--- config.mk ---
export PLATFORM = sky130hd
export DESIGN_NAME = regacc_engine
export DESIGN_NICKNAME = d
export VERILOG_FILES = /design/src/rtl/regacc_pkg.sv /design/src/rtl/regacc_decode.sv /design/src/rtl/regacc_seq.sv /design/src/rtl/regacc_engine.sv
export SDC_FILE = /design/constraint.sdc
export NUM_CORES = 1
export LEC_CHECK = 0
export ABC_AREA = 1
export BUFFER_PORTS_ARGS = -buffer_cell sky130_fd_sc_hd__buf_2
export CAP_MARGIN = 30
export CORE_UTILIZATION = 57
export CTS_BUF_LIST = sky130_fd_sc_hd__clkbuf_8
export DETAILED_ROUTE_END_ITERATION = 16
export PLACE_DENSITY = 0.86
export SYNTH_ARGS = -nofsm -noshare
export SYNTH_HDL_FRONTEND = slang
export SYNTH_SLANG_ARGS = --single-unit
--- constraint.sdc ---
create_clock -name clk -period 20.3 [get_ports clk]
set_input_delay 4.06 -clock clk [delete_from_list [all_inputs] [get_ports clk]]
set_output_delay 4.06 -clock clk [all_outputs]
set_load 0.05 [all_outputs]
--- src/rtl/regacc_pkg.sv ---
package regacc_pkg;
  typedef enum logic [1:0] {OP_WR = 2'd0, OP_RD = 2'd1, OP_RMW = 2'd2} op_e;
  typedef enum logic [1:0] {S_IDLE, S_ACC, S_MERGE, S_FIN} st_e;
  localparam logic [7:0] ERR_NONE = 8'h00;
  localparam logic [7:0] ERR_TYPE = 8'h01;
  localparam logic [7:0] ERR_CMD  = 8'h02;
  localparam logic [7:0] ERR_SIZE = 8'h03;
endpackage

--- src/rtl/regacc_decode.sv ---
module regacc_decode
  import regacc_pkg::*;
#(
  parameter int          MAX_ITEMS = 5,
  parameter int          CNT_W     = 3,
  parameter logic [7:0]  MSG_TYPE  = 8'hFF
) (
  input  logic [7:0]       msg_type,
  input  logic [3:0]       cmd_id,
  input  logic [7:0]       size_field,
  output op_e              op,
  output logic [CNT_W-1:0] n_items,
  output logic             bad,
  output logic [7:0]       code
);
  logic [7:0] n_calc;
  logic       size_ok;

  always_comb begin
    op      = OP_WR;
    n_calc  = 8'd0;
    size_ok = 1'b0;
    bad     = 1'b0;
    code    = ERR_NONE;
    unique case (cmd_id)
      4'd0: begin
        op      = OP_WR;
        n_calc  = size_field / 8'd3;
        size_ok = (size_field % 8'd3 == 8'd0);
      end
      4'd1: begin
        op      = OP_RD;
        n_calc  = {1'b0, size_field[7:1]};
        size_ok = !size_field[0];
      end
      4'd2: begin
        op      = OP_RMW;
        n_calc  = 8'd1;
        size_ok = (size_field == 8'd4);
      end
      default: begin
        op      = OP_WR;
        n_calc  = 8'd0;
        size_ok = 1'b0;
      end
    endcase
    if (n_calc == 8'd0 || n_calc > 8'(MAX_ITEMS)) size_ok = 1'b0;
    if (msg_type != MSG_TYPE) begin
      bad  = 1'b1;
      code = ERR_TYPE;
    end else if (cmd_id > 4'd2) begin
      bad  = 1'b1;
      code = ERR_CMD;
    end else if (!size_ok) begin
      bad  = 1'b1;
      code = ERR_SIZE;
    end
  end

  assign n_items = n_calc[CNT_W-1:0];
endmodule

--- src/rtl/regacc_seq.sv ---
module regacc_seq
  import regacc_pkg::*;
#(
  parameter int BUF_BYTES = 16,
  parameter int MAX_ITEMS = 5,
  parameter int CNT_W     = 3,
  parameter int ADDR_W    = 16
) (
  input  logic                   clk,
  input  logic                   rst_n,
  input  logic                   bell,
  input  op_e                    dec_op,
  input  logic [CNT_W-1:0]       dec_n,
  input  logic                   dec_bad,
  input  logic [7:0]             dec_code,
  input  logic [8*BUF_BYTES-1:0] in_buf,
  input  logic                   tgt_ready,
  input  logic [7:0]             tgt_rdata,
  output logic                   busy,
  output logic                   done,
  output logic                   err,
  output logic [7:0]             err_code,
  output logic                   start,
  output logic                   rd_wr,
  output logic [CNT_W-1:0]       rd_idx,
  output logic                   tgt_req,
  output logic                   tgt_we,
  output logic [ADDR_W-1:0]      tgt_addr,
  output logic [7:0]             tgt_wdata
);
  localparam int BI_W = $clog2(BUF_BYTES);

  st_e                    st_q, st_d;
  op_e                    op_q, op_d;
  logic [CNT_W-1:0]       n_q, n_d, idx_q, idx_d;
  logic [8*BUF_BYTES-1:0] buf_q, buf_d;
  logic [7:0]             old_q, old_d, code_q, code_d;
  logic                   err_q, err_d;
  logic                   buf_en;
  logic [BI_W-1:0]        lo_i, hi_i, dat_i;
  logic [7:0]             val_b, mask_b, merged;

  assign start  = bell && (st_q == S_IDLE);
  assign buf_en = start;

  always_comb begin
    st_d   = st_q;
    op_d   = op_q;
    n_d    = n_q;
    idx_d  = idx_q;
    old_d  = old_q;
    err_d  = err_q;
    code_d = code_q;
    buf_d  = buf_q;
    unique case (st_q)
      S_IDLE: if (bell) begin
        buf_d  = in_buf;
        op_d   = dec_op;
        n_d    = dec_n;
        idx_d  = '0;
        err_d  = dec_bad;
        code_d = dec_code;
        st_d   = dec_bad ? S_FIN : S_ACC;
      end
      S_ACC: if (tgt_ready) begin
        if (op_q == OP_RMW) begin
          old_d = tgt_rdata;
          st_d  = S_MERGE;
        end else if (idx_q == n_q - CNT_W'(1)) begin
          st_d = S_FIN;
        end else begin
          idx_d = idx_q + CNT_W'(1);
        end
      end
      S_MERGE: if (tgt_ready) st_d = S_FIN;
      default: st_d = S_IDLE;
    endcase
  end

  always_ff @(posedge clk or negedge rst_n) begin
    if (!rst_n) begin
      st_q   <= S_IDLE;
      op_q   <= OP_WR;
      n_q    <= '0;
      idx_q  <= '0;
      old_q  <= '0;
      err_q  <= 1'b0;
      code_q <= ERR_NONE;
    end else begin
      st_q   <= st_d;
      op_q   <= op_d;
      n_q    <= n_d;
      idx_q  <= idx_d;
      old_q  <= old_d;
      err_q  <= err_d;
      code_q <= code_d;
    end
  end

  always_ff @(posedge clk or negedge rst_n) begin
    if (!rst_n)      buf_q <= '0;
    else if (buf_en) buf_q <= buf_d;
  end

  assign lo_i   = BI_W'({idx_q, 1'b0});
  assign hi_i   = lo_i + BI_W'(1);
  assign dat_i  = BI_W'({n_q, 1'b0}) + BI_W'(idx_q);
  assign val_b  = buf_q[23:16];
  assign mask_b = buf_q[31:24];
  assign merged = (old_q & ~mask_b) | (val_b & mask_b);

  assign tgt_req   = (st_q == S_ACC) || (st_q == S_MERGE);
  assign tgt_we    = (st_q == S_MERGE) || ((st_q == S_ACC) && (op_q == OP_WR));
  assign tgt_addr  = ADDR_W'({buf_q[8*hi_i +: 8], buf_q[8*lo_i +: 8]});
  assign tgt_wdata = (st_q == S_MERGE) ? merged : buf_q[8*dat_i +: 8];

  assign rd_wr    = (st_q == S_ACC) && tgt_ready && (op_q == OP_RD);
  assign rd_idx   = idx_q;
  assign busy     = (st_q != S_IDLE);
  assign done     = (st_q == S_FIN);
  assign err      = err_q;
  assign err_code = code_q;

  p_done_pulse_r9: assert property (@(posedge clk) disable iff (!rst_n)
    done |=> !done);
  p_req_hold_r8: assert property (@(posedge clk) disable iff (!rst_n)
    tgt_req && !tgt_ready |=> tgt_req && $stable(tgt_addr) && $stable(tgt_we) && $stable(tgt_wdata));
  p_ignore_busy_r10: assert property (@(posedge clk) disable iff (!rst_n)
    bell && busy |=> $stable(op_q) && $stable(n_q));
  p_no_access_on_err_r7: assert property (@(posedge clk) disable iff (!rst_n)
    busy && err_q |-> !tgt_req);
  p_err_code_r9: assert property (@(posedge clk) disable iff (!rst_n)
    done |-> (err == (err_code != ERR_NONE)));
  p_count_range_r7: assert property (@(posedge clk) disable iff (!rst_n)
    busy && !err_q |-> (n_q != '0) && (32'(n_q) <= MAX_ITEMS));
endmodule

--- src/rtl/regacc_engine.sv ---
module regacc_engine
  import regacc_pkg::*;
#(
  parameter int         BUF_BYTES = 16,
  parameter int         MAX_ITEMS = 5,
  parameter int         ADDR_W    = 16,
  parameter logic [7:0] MSG_TYPE  = 8'hFF
) (
  input  logic                   clk,
  input  logic                   rst_n,
  input  logic                   bell,
  input  logic [7:0]             msg_type,
  input  logic [3:0]             cmd_id,
  input  logic [7:0]             size_field,
  input  logic [8*BUF_BYTES-1:0] in_buf,
  output logic [8*BUF_BYTES-1:0] out_buf,
  output logic                   busy,
  output logic                   done,
  output logic                   err,
  output logic [7:0]             err_code,
  output logic                   tgt_req,
  output logic                   tgt_we,
  output logic [ADDR_W-1:0]      tgt_addr,
  output logic [7:0]             tgt_wdata,
  input  logic                   tgt_ready,
  input  logic [7:0]             tgt_rdata
);
  localparam int CNT_W = $clog2(MAX_ITEMS + 1);

  logic [1:0]       rst_sync;
  logic             rst_n_s;
  op_e              dec_op;
  logic [CNT_W-1:0] dec_n, rd_idx;
  logic             dec_bad, start, rd_wr;
  logic [7:0]       dec_code;

  always_ff @(posedge clk or negedge rst_n) begin
    if (!rst_n) rst_sync <= 2'b00;
    else        rst_sync <= {rst_sync[0], 1'b1};
  end
  assign rst_n_s = rst_sync[1];

  regacc_decode #(.MAX_ITEMS(MAX_ITEMS), .CNT_W(CNT_W), .MSG_TYPE(MSG_TYPE)) i_decode (
    .msg_type(msg_type), .cmd_id(cmd_id), .size_field(size_field),
    .op(dec_op), .n_items(dec_n), .bad(dec_bad), .code(dec_code)
  );

  regacc_seq #(.BUF_BYTES(BUF_BYTES), .MAX_ITEMS(MAX_ITEMS), .CNT_W(CNT_W), .ADDR_W(ADDR_W)) i_seq (
    .clk(clk), .rst_n(rst_n_s), .bell(bell),
    .dec_op(dec_op), .dec_n(dec_n), .dec_bad(dec_bad), .dec_code(dec_code),
    .in_buf(in_buf), .tgt_ready(tgt_ready), .tgt_rdata(tgt_rdata),
    .busy(busy), .done(done), .err(err), .err_code(err_code),
    .start(start), .rd_wr(rd_wr), .rd_idx(rd_idx),
    .tgt_req(tgt_req), .tgt_we(tgt_we), .tgt_addr(tgt_addr), .tgt_wdata(tgt_wdata)
  );

  for (genvar b = 0; b < BUF_BYTES; b++) begin : g_out
    logic [7:0] byte_q;
    logic       load;
    assign load = rd_wr && (32'(rd_idx) == b);
    always_ff @(posedge clk or negedge rst_n_s) begin
      if (!rst_n_s)  byte_q <= '0;
      else if (start) byte_q <= '0;
      else if (load)  byte_q <= tgt_rdata;
    end
    assign out_buf[8*b +: 8] = byte_q;
  end

  p_result_slot_r4: assert property (@(posedge clk) disable iff (!rst_n_s)
    rd_wr |-> 32'(rd_idx) < MAX_ITEMS);
  p_no_req_idle_r8: assert property (@(posedge clk) disable iff (!rst_n_s)
    !busy |-> !tgt_req);
endmodule

# --- After elaboration in Yosys (flattened, before gate mapping) ---
# Index checks and enable logic that the tools add are counted.
classes:
  addsub: 4
  n_div: 2
  order_cmp: 2
  n_eq_ne: 23
  shifts: 3
  n_mux: 39
  bitwise_logic: 4
  reduce_logical: 37
ops:
  columns: ["op", "n"]
  rows:
  - ["variable part select 128 x 8 -> 8 bit", 3]
  - ["two-way mux 8 bit", 19]
  - ["case mux 8 bit (3 select lines)", 1]
  - ["nonzero test 2 bit", 10]
  - ["bitwise AND 8 bit", 2]
  - ["zero test 8 bit", 2]
  - ["two-way mux 2 bit", 7]
  - ["== test 3 bit (second input constant)", 4]
  - ["logical AND 1 bit", 12]
  - ["two-way mux 3 bit", 4]
  - ["!= test 2 bit (second input constant)", 5]
  - ["divider 8 x 2 -> 8 bit (second input constant)", 1]
  - ["== test 8 x 3 -> 1 bit (second input constant)", 1]
  - ["> comparator 8 x 3 -> 1 bit (second input constant)", 1]
  - ["remainder unit 8 x 2 -> 8 bit (second input constant)", 1]
  - ["!= test 8 bit (second input constant)", 1]
  - ["NOT 8 bit", 1]
  - ["bitwise OR 8 bit", 1]
  - ["== test 2 bit (second input constant)", 3]
  - ["== test 3 x 2 -> 1 bit (second input constant)", 2]
  - ["case mux 2 bit (3 select lines)", 1]
  - ["case mux 3 bit (2 select lines)", 1]
  - ["AND reduction 3 bit", 2]
  - ["AND reduction 5 bit", 1]
  - ["other kinds (21)", 28]
totals:
  regBits: 221
  input_bits: 160
  output_inout_bits: 165

# --- Longest topological paths before layout ---
logic_depth:
  word_depth: 11
  depth_mapped: 30

# --- Modules after synthesis ---
# Synthesis repeated with hierarchy kept, for this count alone.
unflattened:
  cells_unflattened: 1684
  hier_area_um2: 12423.2
modules_own_cells:
  columns: ["module", "instances", "cells_per_inst", "area_per_inst_um2"]
  rows:
  - ["regacc_seq", 1, 1162, 8324.2]
  - ["regacc_engine", 1, 379, 3342.0]
  - ["regacc_decode", 1, 143, 757.0]

# --- Worst setup path before layout ---
# No wires, ideal clock.
synth_path:
  kind: "input-to-reg"
  start: "input size_field[6]"
  end: "register i_seq.st_q[1]"
  setup_ns: 0.117
  arrival_ns: 6.593
  required_ns: 20.183
  setup_slack_ns: 13.590
  cell_stages: 25
  cell_sequence: "inv_1 > nand3_2 > nand2_2 > nand2_4 > nand3_1 > nand4_4 > nand2_2 > nand2_2 > nand2_1 > inv_1 > ha_1 > a21oi_4 > nand2_4 > nand2_1 > nand2_1 > ha_1 > or2_2 > nand2_1 > nand4_1 > nand2_1 > nand3_2 > nand2_1 > nand2_1 > nand2_1 > nand2_1"
synth_between:
  elab_chain_len: 11
  word_cells_on_any_way: 16
  cone_classes: "div: 2; order compare: 1; eq/ne: 1; mux: 9; reduce/logical: 3"
synth_lines:
  columns: ["item", "line", "source"]
  rows:
  - ["from (decl)", "regacc_engine.sv:14", "input logic [7:0] size_field,"]
  - ["divider 8 x 2 -> 8 bit", "regacc_decode.sv:28", "n_calc = size_field / 8'd3;"]
  - ["case mux 8 bit (3 select lines)", "regacc_decode.sv:25", "unique case (cmd_id)"]
  - ["> comparator 8 x 3 -> 1 bit or zero test 8 bit (tied branches)", "regacc_decode.sv:47", "if (n_calc == 8'd0 || n_calc > 8'(MAX_ITEMS)) size_ok = 1'b0;"]
  - ["logical OR 1 bit", "regacc_decode.sv:47", null]
  - ["two-way mux 1 bit (*)", "regacc_decode.sv:47", null]
  - ["two-way mux 1 bit (*)", "regacc_decode.sv:54", "end else if (!size_ok) begin"]
  - ["two-way mux 1 bit (*)", "regacc_decode.sv:51", "end else if (cmd_id > 4'd2) begin"]
  - ["two-way mux 1 bit (*)", "regacc_decode.sv:48", "if (msg_type != MSG_TYPE) begin"]
  - ["two-way mux 2 bit (*)", "regacc_seq.sv:63", "st_d = dec_bad ? S_FIN : S_ACC;"]
  - ["two-way mux 2 bit (*)", "regacc_seq.sv:56", "S_IDLE: if (bell) begin"]
  - ["case mux 2 bit (3 select lines) (*)", "regacc_seq.sv:55", "unique case (st_q)"]
  - ["to (signal assigned)", "regacc_seq.sv:90", "st_q <= st_d;"]
  - ["to (decl)", "regacc_seq.sv:33", "st_e st_q, st_d;"]
# Every way passes the cells marked *; elsewhere a longest branch is shown, timed or not. The select of a mux whose other input is x is not followed.
# A chain may end at the register's enable or synchronous reset.

# --- Final worst setup path ---
layout_path:
  start: "register i_seq.idx_q[2], in the netlist i_seq.rd_idx[2]"
  end: "output tgt_wdata[6]"
layout_between:
  elab_chain_len: 3
layout_lines:
  columns: ["item", "line", "source"]
  rows:
  - ["from (decl)", "regacc_seq.sv:35", "logic [CNT_W-1:0] n_q, n_d, idx_q, idx_d;"]
  - ["from (signal assigned)", "regacc_seq.sv:93", "idx_q <= idx_d;"]
  - ["adder 4 x 3 -> 4 bit", "regacc_seq.sv:107", "assign dat_i = BI_W'({n_q, 1'b0}) + BI_W'(idx_q);"]
  - ["variable part select 128 x 8 -> 8 bit", "regacc_seq.sv:115", "assign tgt_wdata = (st_q == S_MERGE) ? merged : buf_q[8*dat_i +: 8];"]
  - ["two-way mux 8 bit", "regacc_seq.sv:115", null]
  - ["to (decl)", "regacc_engine.sv:24", "output logic [7:0] tgt_wdata,"]
# Every way passes these cells.

==> out/qor.txt <==
Leading area contributor after synthesis: dfrtp_1
Worst skew pair latency: 530 ps
CP max stage delay: 1110 ps
Top-count cell post-synth: nand2_1
Post-synth EDFFs: 0
Vias per cell: 5.65
DIE HEIGHT: 145 um
Setup crit start: i_seq.rd_idx[2]
Top post-synthesis cells by count: nand2_1, dfrtp_1, o21ai_0, nand3_1, inv_1
Clk slew on worst S/H paths: 60 ps
Crit-path max FO: 20
Mapped Cells: 1483
Unique masters post-synth: 43
GPL Wtd Cong: 1.03
Port bufs: 254
Hold Crit Class: flop to flop
Critical path class: flop to output pin
Min Tclk post-route: 7670 ps
Max clock buf depth: 3
Max cap viols: 0
TNS Setup: 0 ps
CTS Sinks: 215
Placed insts: 1931
Post-DP Area: 0.0128 sq mm
Uppermost layer routed: met4
Layout cells sized above 1: 0.222
Initial core utilization: 0.590
RSZ-0062 raised after global routing: no
Num CTS Buffers: 36
Total wire length: 35000 um
Final setup fails: 0
Slew HR: 0.309
Post-layout nets: 1880
R2R Path Start: i_seq.rd_idx[1]
Mapped Area: 0.0117 sq mm
Worst-Margin Slew: 1030 ps
First-pass GRT wire length: 55300 um
Hold Slack: 355 ps
CTS tree: built
Synth warnings: 0
Number of global-route vias before repair: 10500
Sequential element share of the synthesized area: 0.461
# H-tree levels: 2
WL met2: 15600 um
Fin. Hold Viols: 0
Worst Path Required: 16240 ps
Pwr/cell area: 192 mW/mm^2
Slowest cell on crit path: fa_1
Layout overhead on the synthesized area: 16.0%
Critical Path AT: 3610 ps
# resized after CTS: 0
Endpoint class of the critical path: output pin
Post-CTS Setup Bufs: 0
Core Area: 0.0198 sq mm
Drt drc: 0
Die Area: 0.0211 sq mm
GR Util All Layers: 0.333
Fin cells: 2002
Iter 0 DRT Violations: 1255
Worst hold path startpoint: rst_sync[0]
Wire length per cell: 17.5 um
IO Count: 325
M1 wire length: 14100 um
DRT antenna net count: 0
Post-DP HPWL: 25300 um
Die width: 145 um
Nature of the critical path startpoint: flop
GRT overflow: 0
P_leak: 7.19 nW
Row count: 51
Total power: 2.59 mW
Max Freq: 130 MHz
Wire length on met3: 3750 um
Synth Register Bits: 215
Final Cell Area: 0.0135 sq mm
IR drop worst, VDD: 143 uV
Crit-path leading delay family: adder cells
Post-synth top area share: 0.461
Initial antenna violation count: 6
Fill cells: 1617
Root buf cell: clkbuf_8
Post-synth top flop: dfrtp_1
First-pass DRT Iterations: 6
Pins over their slew limit: 0
Ys async rst share: 1.00
Synth area leaders: dfrtp_1, nand2_1, o21ai_0
Post-CTS Hold Buffers: 0
Via count: 11300
Syn avg cell area: 7.87 sq um
Outcome: finished clean
Critical-path cell list: fa_1 -> inv_1 -> o211ai_1 -> nand3_1 -> a31o_2 -> buf_2
Worst Path Buf+Inv: 2
Tcrit/Tclk final: 0.378
Maximum number of pins on one net before global-route repair: 115
Worst Skew: 28.9 ps
area by class of cell:
| class | instances | area [sq um] | share of cell area |
|---|---|---|---|
| antenna | 6 | 15.0 | 0.00111 |
| clock inverter | 20 | 85.1 | 0.00628 |
| inverter | 98 | 370 | 0.0273 |
| clock buffer | 44 | 606 | 0.0447 |
| tap | 265 | 332 | 0.0245 |
| timing repair buffer | 263 | 1370 | 0.101 |
| sequential | 215 | 5390 | 0.398 |
| multi-input combinational | 1091 | 5380 | 0.397 |
layout by cell type, fill, tap and decap left out, drive strengths merged, types with 7 or more instances in the layout:
master / netlist / routed
a21oi: 27 / 27
a31o: 8 / 8
buf: 81 / 263
clkbuf: 67 / 44
clkinv: 2 / 7
conb: 2 / 71
dfrtp: 215 / 215
ha: 14 / 14
inv: 96 / 110
mux2: 33 / 33
nand2: 554 / 554
nand3: 114 / 114
nor2: 35 / 35
o211ai: 48 / 48
o21ai: 138 / 138
o221ai: 16 / 16
logic make-up after synthesis:
kind of cell    after synthesis  synth area share
compound gates              248             0.130
xor+xnor                      3           0.00225
buf+inv                     246             0.102
mux                          33            0.0318
flops                       215             0.461
other cells                   2          0.000643
simple gates                721             0.256
fa+ha+maj                    15            0.0167
final timing paths:
path / end / slack, ps / cells past startpoint
worst max-delay path: tgt_wdata[6] / 12630 / 6
worst min-delay path: rst_sync[1] / 360 / 0
worst max register to register: g_out[0].byte_q[0] / 17140 / 8
worst min register to register: rst_sync[1] / 360 / 0
max in group asynchronous: rst_sync[1] / 16860 / 1
min in group asynchronous: g_out[6].byte_q[5] / 430 / 0
state kept, by name (all words and copies together) (netlist names):
signal	count
i_seq.op_q	2
i_seq.st_q	2
i_seq.old_q	8
i_seq.rd_idx	3
i_seq.buf_q	128
g_out.byte_q	64
rst_sync	2
i_seq.err	1
i_seq.err_code	2
i_seq.n_q	3
power breakdown:
part,total [mW],internal (mW),leakage [nW],switching (mW)
combinational,1.49,0.392,4.08,1.10
clock,0.367,0.196,0.411,0.171
sequential,0.738,0.609,2.70,0.128
metrics by stage:
step | setup slack, ps | util
2_1_floorplan | 13590 | -
3_5_place_dp | 13150 | 0.648
5_1_grt | 12490 | 0.685
3_3_place_gp | 13340 | 0.647
4_1_cts | 12750 | 0.682
6_report | 12630 | 0.685
routing by layer:
| layer | global-route usage | vias up |
|---|---|---|
| li1 | - | 5156 |
| met1 | 0.469 | 5320 |
| met2 | 0.502 | 724 |
| met3 | 0.0664 | 115 |
| met4 | 0.141 | 0 |
| met5 | 0 | - |
No activity file was read; power rests on OpenSTA's default activity.
